<file path="src/rtl/pline_pkg.sv">
// Package: shared constants and types for the line draw engine.
// Assumes 16-bit pixels, two per 32-bit word, and a 12-bit error fraction.
package pline_pkg;
    localparam int FRAC_W    = 12;
    localparam logic [FRAC_W-1:0] FRAC_HALF = 12'h800;
    localparam int PIX_W     = 16;
    localparam int PAT_W     = 16;
    localparam int PAT_IW    = $clog2(PAT_W);

    typedef logic [PIX_W-1:0] pixel_t;

    typedef enum logic {
        ST_IDLE = 1'b0,
        ST_DRAW = 1'b1
    } draw_state_t;
endpackage

</file>
<file path="src/rtl/pline_pattern.sv">
// Module: pline_pattern
// Holds the dash pattern and walks a bit index down from the repeat count,
// wrapping back to it. Reports whether the current pixel is "on".
// Assumes load and adv are never high together.
module pline_pattern
    import pline_pkg::*;
(
    input  logic              clk,
    input  logic              rst_n,
    input  logic              load,
    input  logic              adv,
    input  logic [PAT_W-1:0]  pattern,
    input  logic [PAT_IW-1:0] cnt,
    output logic              pix_on
);
    logic [PAT_W-1:0]  pat_r;
    logic [PAT_IW-1:0] cnt_r;
    logic [PAT_IW-1:0] idx;

    // Latch pattern on load, step the bit index per pixel.
    always_ff @(posedge clk) begin
        if (!rst_n) begin
            pat_r <= '0;
            cnt_r <= '0;
            idx   <= '0;
        end else if (load) begin
            pat_r <= pattern;
            cnt_r <= cnt;
            idx   <= cnt;
        end else if (adv) begin
            idx <= (idx == '0) ? cnt_r : idx - 1'b1;
        end
    end

    // Select the current pattern bit.
    always_comb pix_on = pat_r[idx];

    assert_idx_range_R5: assert property (@(posedge clk) disable iff (!rst_n)
        idx <= cnt_r);
endmodule

</file>
<file path="src/rtl/pline_walk.sv">
// Module: pline_walk
// Tracks the pixel word address and half-word select. Steps the major axis
// every pixel and the minor axis on each carry of the 12-bit accumulator.
// Address arithmetic wraps modulo 2**AW; requires AW > SW.
module pline_walk
    import pline_pkg::*;
#(
    parameter int AW = 16,
    parameter int SW = 12
) (
    input  logic              clk,
    input  logic              rst_n,
    input  logic              load,
    input  logic              adv,
    input  logic [AW-1:0]     start_word,
    input  logic              start_half,
    input  logic [SW-1:0]     stride,
    input  logic              x_dir,
    input  logic              y_dir,
    input  logic              x_major,
    input  logic [FRAC_W-1:0] frac,
    output logic [AW-1:0]     word_addr,
    output logic              half
);
    logic [SW-1:0]     stride_r;
    logic              xd_r, yd_r, xm_r;
    logic [FRAC_W-1:0] frac_r;
    logic [FRAC_W-1:0] acc;
    logic [FRAC_W:0]   sum;
    logic              carry, x_step, y_step;
    logic [AW-1:0]     x_off, y_off, stride_w;

    // Accumulate the fraction and decide which axes step.
    always_comb begin
        sum      = {1'b0, acc} + {1'b0, frac_r};
        carry    = sum[FRAC_W];
        x_step   = xm_r ? 1'b1 : carry;
        y_step   = xm_r ? carry : 1'b1;
        stride_w = {{(AW-SW){1'b0}}, stride_r};
        if (!x_step)   x_off = '0;
        else if (xd_r) x_off = half ? {{(AW-1){1'b0}}, 1'b1} : '0;
        else           x_off = half ? '0 : {AW{1'b1}};
        if (!y_step)   y_off = '0;
        else if (yd_r) y_off = stride_w;
        else           y_off = '0 - stride_w;
    end

    // Load the start position or move to the next pixel.
    always_ff @(posedge clk) begin
        if (!rst_n) begin
            acc       <= FRAC_HALF;
            word_addr <= '0;
            half      <= 1'b0;
            stride_r  <= '0;
            xd_r      <= 1'b0;
            yd_r      <= 1'b0;
            xm_r      <= 1'b0;
            frac_r    <= '0;
        end else if (load) begin
            acc       <= FRAC_HALF;
            word_addr <= start_word;
            half      <= start_half;
            stride_r  <= stride;
            xd_r      <= x_dir;
            yd_r      <= y_dir;
            xm_r      <= x_major;
            frac_r    <= frac;
        end else if (adv) begin
            acc       <= sum[FRAC_W-1:0];
            word_addr <= word_addr + x_off + y_off;
            if (x_step) half <= ~half;
        end
    end

    assert_half_major_R3: assert property (@(posedge clk) disable iff (!rst_n)
        (adv && !load && xm_r) |=> (half != $past(half)));
endmodule

</file>
<file path="src/rtl/pline_engine.sv">
// Module: pline_engine (top)
// Patterned 16-bpp line draw engine with a single-beat valid/ready write port.
// Assumes go/stop are one-cycle pulses and cfg inputs are valid with go.
module pline_engine
    import pline_pkg::*;
#(
    parameter int AW = 16,
    parameter int SW = 12,
    parameter int LW = 12
) (
    input  logic              clk,
    input  logic              rst_n,
    input  logic              go,
    input  logic              stop,
    input  logic [AW-1:0]     cfg_start_word,
    input  logic              cfg_start_half,
    input  logic [SW-1:0]     cfg_stride,
    input  logic              cfg_x_dir,
    input  logic              cfg_y_dir,
    input  logic              cfg_x_major,
    input  logic [LW-1:0]     cfg_len,
    input  logic [FRAC_W-1:0] cfg_frac,
    input  logic [PAT_W-1:0]  cfg_pattern,
    input  logic [PAT_IW-1:0] cfg_pat_cnt,
    input  logic [PIX_W-1:0]  cfg_fg,
    input  logic [PIX_W-1:0]  cfg_bg,
    input  logic              cfg_bg_en,
    input  logic              cfg_irq_en,
    output logic              busy,
    output logic              irq,
    output logic              mem_valid,
    input  logic              mem_ready,
    output logic [AW-1:0]     mem_addr,
    output logic [31:0]       mem_data,
    output logic [3:0]        mem_be
);
    draw_state_t state;
    logic [LW-1:0] rem;
    pixel_t        fg_r, bg_r;
    logic          bg_en_r, irq_en_r, abort_pend;
    logic          load, adv, pix_on, need_wr, half, finish, abort_now;
    logic [AW-1:0] word_addr;
    pixel_t        colour;

    // Control decode: start, per-pixel advance and end of draw.
    always_comb begin
        load      = (state == ST_IDLE) && go;
        need_wr   = pix_on || bg_en_r;
        adv       = (state == ST_DRAW) && (!need_wr || mem_ready);
        abort_now = abort_pend || stop;
        finish    = adv && ((rem == '0) || abort_now);
        colour    = pix_on ? fg_r : bg_r;
    end

    // State, pixel counter, abort request and interrupt.
    always_ff @(posedge clk) begin
        if (!rst_n) begin
            state      <= ST_IDLE;
            rem        <= '0;
            fg_r       <= '0;
            bg_r       <= '0;
            bg_en_r    <= 1'b0;
            irq_en_r   <= 1'b0;
            abort_pend <= 1'b0;
            irq        <= 1'b0;
        end else if (load) begin
            state      <= ST_DRAW;
            rem        <= cfg_len;
            fg_r       <= cfg_fg;
            bg_r       <= cfg_bg;
            bg_en_r    <= cfg_bg_en;
            irq_en_r   <= cfg_irq_en;
            abort_pend <= 1'b0;
            irq        <= 1'b0;
        end else if (state == ST_DRAW) begin
            if (stop) abort_pend <= 1'b1;
            if (finish) begin
                state <= ST_IDLE;
                irq   <= irq_en_r && !abort_now;
            end else if (adv) begin
                rem <= rem - 1'b1;
            end
        end
    end

    // Drive the write port from registered state only.
    always_comb begin
        busy      = (state == ST_DRAW);
        mem_valid = busy && need_wr;
        mem_addr  = word_addr;
        mem_data  = {colour, colour};
        mem_be    = half ? 4'b1100 : 4'b0011;
    end

    pline_pattern u_pattern (
        .clk     (clk),
        .rst_n   (rst_n),
        .load    (load),
        .adv     (adv),
        .pattern (cfg_pattern),
        .cnt     (cfg_pat_cnt),
        .pix_on  (pix_on)
    );

    pline_walk #(.AW(AW), .SW(SW)) u_walk (
        .clk        (clk),
        .rst_n      (rst_n),
        .load       (load),
        .adv        (adv),
        .start_word (cfg_start_word),
        .start_half (cfg_start_half),
        .stride     (cfg_stride),
        .x_dir      (cfg_x_dir),
        .y_dir      (cfg_y_dir),
        .x_major    (cfg_x_major),
        .frac       (cfg_frac),
        .word_addr  (word_addr),
        .half       (half)
    );

    assert_idle_quiet_R1: assert property (@(posedge clk) disable iff (!rst_n)
        !busy |-> !mem_valid);
    assert_hold_stable_R7: assert property (@(posedge clk) disable iff (!rst_n)
        (mem_valid && !mem_ready) |=>
            (mem_valid && $stable(mem_addr) && $stable(mem_data) && $stable(mem_be)));
    assert_count_down_R3: assert property (@(posedge clk) disable iff (!rst_n)
        (busy && adv && rem != '0 && !abort_now) |=> (rem == $past(rem) - 1'b1));
    assert_irq_at_end_R9: assert property (@(posedge clk) disable iff (!rst_n)
        $rose(irq) |-> $fell(busy));
    assert_abort_quiet_R10: assert property (@(posedge clk) disable iff (!rst_n)
        (busy && adv && abort_now) |=> (!busy && !irq));
endmodule

</file>
<file path="config.mk">
export PLATFORM = sky130hd
export DESIGN_NAME = pline_engine
export DESIGN_NICKNAME = d
export VERILOG_FILES = /design/src/rtl/pline_pkg.sv /design/src/rtl/pline_pattern.sv /design/src/rtl/pline_walk.sv /design/src/rtl/pline_engine.sv
export SDC_FILE = /design/constraint.sdc
export NUM_CORES = 1
export LEC_CHECK = 0
export ABC_AREA = 1
export ABC_CLOCK_PERIOD_IN_PS = 12600
export BUFFER_PORTS_ARGS = -buffer_cell sky130_fd_sc_hd__buf_4
export CAP_MARGIN = 15
export CORE_UTILIZATION = 56
export DETAILED_ROUTE_END_ITERATION = 16
export PLACE_DENSITY = 0.81
export SKIP_LAST_GASP = 1
export SLEW_MARGIN = 20
export SYNTH_ARGS = -nofsm -noshare
export SYNTH_HDL_FRONTEND = slang
export SYNTH_SLANG_ARGS = --single-unit
</file>
<file path="constraint.sdc">
create_clock -name clk -period 12.6 [get_ports clk]
set_clock_uncertainty 0.1 [all_clocks]
set_input_delay 0.63 -clock clk [delete_from_list [all_inputs] [get_ports clk]]
set_output_delay 0.63 -clock clk [all_outputs]
set_load 0.005 [all_outputs]
</file>
==> results of run 1 <==
where the power goes:
part	switching, W	internal, W
clock network	0.000181	0.000306
registers	0.0000418	0.000459
logic	0.000403	0.000298
flip-flops by register name, summed over array words and instances (netlist names):
signal,count
bg_r,16
fg_r,16
u_pattern.pat_r,16
u_walk.word_addr,16
rem,12
u_walk.acc,12
u_walk.frac_r,12
u_walk.stride_r,12
u_pattern.cnt_r,4
u_pattern.idx,4
abort_pend,1
bg_en_r,1
busy,1
irq,1
irq_en_r,1
u_walk.half,1
u_walk.xd_r,1
u_walk.xm_r,1
u_walk.yd_r,1
layout make-up:
cell class,count,area [µm²]
clock inverter,8,102.6
tap,176,220.2
multi-input combinational,787,4308
clock buffer,23,478.0
fill,1197,3900
inverter,108,405.4
sequential,129,2582
timing repair buffer,173,1299
worst max-delay path by stage:
stage	cells past startpoint	to	slack [ns]	startpoint
after floorplan	22	u_walk.word_addr[9]$_SDFFE_PN0P_	7.49	u_walk.acc[0]$_SDFFE_PP0P_
after global placement	25	u_walk.word_addr[15]$_SDFFE_PN0P_	8.36	u_walk.acc[0]$_SDFFE_PP0P_
after detailed placement	24	u_walk.word_addr[11]$_SDFFE_PN0P_	8.20	u_walk.acc[0]$_SDFFE_PP0P_
after CTS	25	u_walk.word_addr[15]$_SDFFE_PN0P_	8.18	u_walk.acc[0]$_SDFFE_PP0P_
after global routing	24	u_walk.word_addr[15]$_SDFFE_PN0P_	7.68	u_walk.acc[0]$_SDFFE_PP0P_
final	25	u_walk.word_addr[15]$_SDFFE_PN0P_	8.18	u_walk.acc[0]$_SDFFE_PP0P_
layer usage:
metal / up-vias / GRT usage, % / wire (µm)
met5: - / 0 / 0
met4: 0 / 9.098 / 263
met3: 25 / 7.567 / 1534
met2: 271 / 47.35 / 9286
met1: 3346 / 35.60 / 8514
li1: 3789 / - / -
synth_stat cells (all sizes together) (3+ instances only):
master  number
o21a         6
xnor2       11
nand4        4
or2          5
nor2       197
ha          31
nor3         3
nand3b       8
mux2        16
o21ai      138
inv        107
clkbuf      27
a21boi       3
nand3       72
dfxtp      129
nand2      164
a31oi        6
buf         41
xor2         9
a21oi       86
fa          17
worst max-delay path, cell delays in order (launching register included):
cell and delay (ns):
dfxtp_1 0.31, ha_1 0.22, fa_1 0.41, nand3_1 0.10, nand2_1 0.10, nand3_1 0.16
nand2_1 0.10, nor2_1 0.21, clkinv_1 0.27, o211ai_1 0.19, fa_1 0.44, inv_1 0.07
ha_1 0.15, inv_1 0.05, fa_1 0.39, nand3b_1 0.17, nand2_1 0.14, nand2_1 0.07
nand2_1 0.13, nand3_1 0.11, nand2_1 0.08, nand2_1 0.05, nand3_1 0.06, nand2_1 0.06
nand2_1 0.05, a21oi_1 0.07
logic make-up after synthesis:
logic type,after synthesis,share of synthesized area [%]
AND/OR/NAND/NOR,455,24.94
AO/OA/AOI/OAI,248,17.03
buffers and inverters,176,10.24
flip-flops,129,33.67
adder cells (fa/ha/maj),48,9.493
XOR/XNOR,20,2.284
multiplexers,16,2.349
stage by stage:
step,std cells,hold slack (ns)
after floorplan,1092,0.3245
after global placement,1373,0.3346
after detailed placement,1373,0.3466
after CTS,1404,0.3544
after global routing,1404,0.3659
final,1404,0.3569
==> key figures, run 1 <==
Status
  • Status: finished, final reports clean

STA
  • Worst setup margin: between 8 and 9 ns
  • Endpoints failing hold: 0
  • Fmax: roughly 0.23 GHz
  • Min Tclk post-route: 4.422 ns
  • Least-Margin Pin Slew: about 1.0 ns
  • Max Slew Vio Count: 0
  • Final Cycle Share: between 30% and 40%
  • Max-slew headroom: roughly a third
  • RSZ-0062 raised after global routing: false
  • Setup TNS Final: 0 ns
  • Setup violations, final: 0

CTS
  • Clock latency at the later pin of the worst-skew pair: between 0.4 and 0.5 ns
  • Clk root buf: clkbuf_16
  • # hold bufs at CTS: 0
  • H-tree level count: 4
  • Post-cts resize count: 0
  • CTS Buffer Depth: 2
  • Number of buffers created by CTS: 17
  • Post-CTS Setup Inserts: 0
  • CTS tree: done
  • CTS sink count: between 100 and 150
  • Worst-path clk slew: ~0.060 ns

Placed design
  • DP Area: slightly below 9000 µm²
  • GPL Wtd Cong: 0.9313
  • Dpl hpwl: ~14000 µm
  • IO Port Bufs: 169
  • Place WS: slightly above 8 ns

Worst setup path
  • Worst Path Class, Setup: reg -> reg
  • CP Data Required Time: 12.77 ns
  • R2R cell count: 25
  • CP Capture Type: flip-flop
  • Crit path DAT: between 4 and 5 ns
  • Reg2reg end: u_walk.word_addr[15]$_SDFFE_PN0P_
  • Critical Path Source Type: flip-flop
  • R2r startpoint: u_walk.acc[0]$_SDFFE_PP0P_
  • CP Max Fanout: 10
  • Reg2Reg Setup Slack: 8.18 ns

GRT
  • Total GRT Usage: between 20 and 30%
  • Largest net degree at the start of global routing: between 90 and 100
  • Grt ovf: 0
  • Initial antenna violation count: 0
  • First-pass GRT wire length: 32410 µm
  • Vias in the first global route: about 7000

Layout
  • Layout Utilization: 70.67%
  • Layout area overhead: 22.48%
  • Most frequent cells in the layout: 197 x nor2_1, 173 x buf_4, 158 x nand2_1
  • N_diodes: 0
  • Share of cells above drive strength 1: 19.06%
  • Final nets: between 1000 and 1500
  • Most common cell after layout, fill and taps aside: nor2_1
  • Final Cell Area: 9395 µm²

Floorplan
  • Boundary Pins: between 150 and 200
  • Core area: around 13000 µm²
  • Area of the die: between 10000 and 15000 µm²
  • Die Y: between 100 and 150 µm
  • Die X-Extent: roughly 120 µm
  • Row count: 42
  • Initial Util: between 50% and 60%

Min path
  • Worst Hold Depth: 2
  • Min-Delay Path Class: reg -> reg
  • Hold_sp: u_pattern.pat_r[5]$_SDFFE_PN0P_
  • Worst Hold End: u_pattern.pat_r[5]$_SDFFE_PN0P_

Detailed routing
  • Post-Route WL: approximately 20000 µm
  • Remaining DRCs: 0
  • Routed len/inst: between 10 and 15 µm
  • Remaining antenna violation count after routing: 0
  • Routed vias/inst: 5.293
  • Vias: about 7400
  • DRT Pass-1 Iters: 5
  • DR iter-0 viols: between 400 and 500

Power and ir drop
  • Power Dens Cells: 179.8 nW/µm²
  • VDD IR-drop max: between 0.09 and 0.1 mV
  • Pleak: 4.508 nW
  • Total Power: around 0.0017 W

Synth
  • Largest cells by area after synthesis: dfxtp_1 34%, nor2_1 9.6%, o21ai_0 8.7%
  • Synth Flop Type: dfxtp_1
  • Post-synth EDFFs: 0
  • Distinct cell type count after synthesis: 40
  • Synthesized net count: approximately 1300
  • Area leader, netlist: dfxtp_1
  • Post-Syn Area: about 7700 µm²
  • #FFs+latches synth: 129
  • Syn. warnings: 0
  • Synth top area share: between 30% and 40%
  • Cells after Synth: 1092
  • FFs w/ async S/R, synth: 0%
  • Seq/Total Area, Yosys: roughly a third
  • Syn avg cell area: ~7 µm²

Run
  • Max Cap Viol: 0
No activity file was read; power rests on OpenSTA's default activity.
==> inputs of run 2 (changes only) <==
- ABC_AREA: 1 -> 0
- ABC_CLOCK_PERIOD_IN_PS: 12600 -> 3700
- CORE_UTILIZATION: 56 -> 49
- PLACE_DENSITY: 0.81 -> 0.76
- clock period: 12.6 -> 3.7 ns (I/O delays scaled with it)
==> key figures, run 2 <==
Status
  • Status: finished with violations
  • Failing checks: setup timing

Floorplan
  • Row count: 44
  • Boundary Pins: 170
  • Die Y: 124.4 µm
  • Initial Util: around 50%
  • Die X-Extent: about 120 µm
  • Area of the die: 15480 µm²
  • Core area: 14590 µm²

Placed design
  • DP Area: 9291 µm²
  • IO Port Bufs: approximately 170
  • GPL Wtd Cong: 0.8918
  • Dpl hpwl: about 14000 µm
  • Place WS: -0.9779 ns

Detailed routing
  • Routed len/inst: 15.87 µm
  • Post-Route WL: between 20000 and 25000 µm
  • Vias: 7754
  • DRT Pass-1 Iters: 5
  • Remaining antenna violation count after routing: 0
  • DR iter-0 viols: 421
  • Remaining DRCs: 0
  • Routed vias/inst: between 5 and 6

Layout
  • Most frequent cells in the layout: 259 x buf_4, 206 x nand2_1, 136 x a21oi_1
  • Most common cell after layout, fill and taps aside: buf_4
  • N_diodes: 0
  • Final Cell Area: 11180 µm²
  • Share of cells above drive strength 1: around 29%
  • Final nets: between 1000 and 1500
  • Layout area overhead: 52.19%

Synth
  • Distinct cell type count after synthesis: 63
  • Syn. warnings: 0
  • Post-Syn Area: about 7300 µm²
  • Post-synth EDFFs: 0
  • #FFs+latches synth: 129
  • List of most frequent post-synthesis cells: 208 x nand2_1, 136 x a21oi_1, 129 x dfxtp_1
  • Largest cells by area after synthesis: dfxtp_1 35%, nand2_1 11%, a21oi_1 9.3%
  • Synthesized net count: between 1000 and 1500
  • Most frequent cell after synthesis: nand2_1
  • Cells after Synth: 927
  • Area leader, netlist: dfxtp_1
  • FFs w/ async S/R, synth: 0%
  • Synth top area share: a little over a third
  • Synth Flop Type: dfxtp_1
  • Seq/Total Area, Yosys: 35.17%
  • Syn avg cell area: 7.922 µm²

GRT
  • First-pass GRT wire length: ~37000 µm
  • Grt ovf: 0
  • Total GRT Usage: between 20 and 30%
  • Largest net degree at the start of global routing: between 70 and 80
  • Vias in the first global route: roughly 8000
  • Initial antenna violation count: 0

STA
  • Min Tclk post-route: ~4.7 ns
  • Fmax: 0.2109 GHz
  • Setup violations, final: 14
  • Endpoints failing hold: 0
  • RSZ-0062 raised after global routing: true
  • Final Cycle Share: 128.2%
  • Max-slew headroom: between 40% and 50%
  • Max Slew Vio Count: 0
  • Least-Margin Pin Slew: about 0.83 ns
  • Worst setup margin: -1.042 ns

Min path
  • Min-Delay Path Class: in -> reg

CTS
  • Number of buffers created by CTS: 17
  • CTS tree: done
  • Worst-path clk slew: about 0.060 ns
  • CTS Buffer Depth: 2
  • Clk root buf: clkbuf_16
  • CTS sink count: about 130
  • Clock latency at the later pin of the worst-skew pair: 0.43 ns
  • H-tree level count: 4

Worst setup path
  • Worst Path Class, Setup: reg -> reg
  • Critical Path Source Type: flip-flop
  • CP Max Fanout: 6
  • CP Data Required Time: 3.90 ns
  • Crit path DAT: 4.94 ns
  • CP Capture Type: flip-flop

Power and ir drop
  • Power Dens Cells: ~500 nW/µm²
  • Pleak: 4.956 nW
  • VDD IR-drop max: approximately 0.36 mV

Run
  • Max Cap Viol: 0
[run 2: final cells by class]
class	instances	area, µm²
clock buffers	22	464.2
clock inverters	9	155.1
fillers	977	3413
inverters	51	198.9
multi-input cells	675	4433
flip-flops and latches	129	2585
well taps	184	230.2
repair buffers	372	3109
[run 2: cells by family after synthesis]
logic type | count (synthesis) | share of synthesized area, %
AOI/OAI and AO/OA | 251 | 19.44
xor gates and xnor gates | 36 | 4.294
adders and majority gates | 48 | 9.917
buffers and inverters | 123 | 7.531
DFF | 129 | 35.17
muxes | 27 | 4.822
and+or+nand+nor | 313 | 18.83
[run 2: what timing repair did]
| action | CTS | global route |
|---|---|---|
| hold endpoints to repair | 111 | 0 |
| resized for setup | 15 | 15 |
| pin swaps | 13 | 20 |
| setup buffers | 6 | 5 |
| hold buffers | 107 | 0 |
| endpoints found under the setup margin | 14 | 14 |
[run 2: where the power goes]
part | internal [W] | switching [W] | leakage, nW
clock | 0.00116 | 0.000626 | 0.301
combinational | 0.00105 | 0.00101 | 3.59
sequential | 0.00150 | 0.0000967 | 1.06
total | 0.00371 | 0.00174 | 4.96
[run 2: critical path, stage by stage, from the launching register on]
cell and delay [ns]:
dfxtp_2 0.33, ha_4 0.16, fa_2 0.35, a21o_1 0.18, a311o_1 0.31, o221ai_2 0.19, o21ai_2 0.09, or3b_4 0.42
buf_12 0.15, buf_4 0.13, nand2_4 0.05, fa_2 0.46, fa_2 0.44, nor2b_2 0.15, o2111ai_2 0.14, buf_4 0.17
a31oi_1 0.27, a21oi_1 0.11, o21bai_1 0.19, xnor2_1 0.13, o21ai_1 0.07
[run 2: worst paths after layout]
kind | slack [ns] | startpoint | cells after the start | end
max reg2reg | -1.04 | u_walk.acc[0]$_SDFFE_PP0P_ | 20 | u_walk.word_addr[13]$_SDFFE_PN0P_
max | -1.04 | u_walk.acc[0]$_SDFFE_PP0P_ | 20 | u_walk.word_addr[13]$_SDFFE_PN0P_
min | 0.003 | cfg_len[0] | 3 | rem[0]$_SDFFE_PN0P_
min reg2reg | 0.35 | fg_r[0]$_SDFFE_PN0P_ | 2 | fg_r[0]$_SDFFE_PN0P_
[run 2: routing by layer]
metal / track usage, % / part of all wire, %
met1: 35.50 / 43
met2: 52.26 / 51
met3: 5.885 / 4.6
met4: 11.34 / 2.2
met5: 0 / 0
[run 2: per-stage QoR]
stage	std cells	power (W)	setup TNS, ns	hold WS, ns	utilization (%)
final	1442	0.005448	-10.75	0.002817	76.60
after global routing	1442	0.005738	-12.65	0.01565	76.60
after CTS	1438	0.005357	-9.295	0.001315	76.10
after detailed placement	1294	0.003402	-9.270	0.3150	63.69
after global placement	1294	0.003369	-8.283	0.3117	63.69
after floorplan	927	0.002715	-5.097	0.2134	-
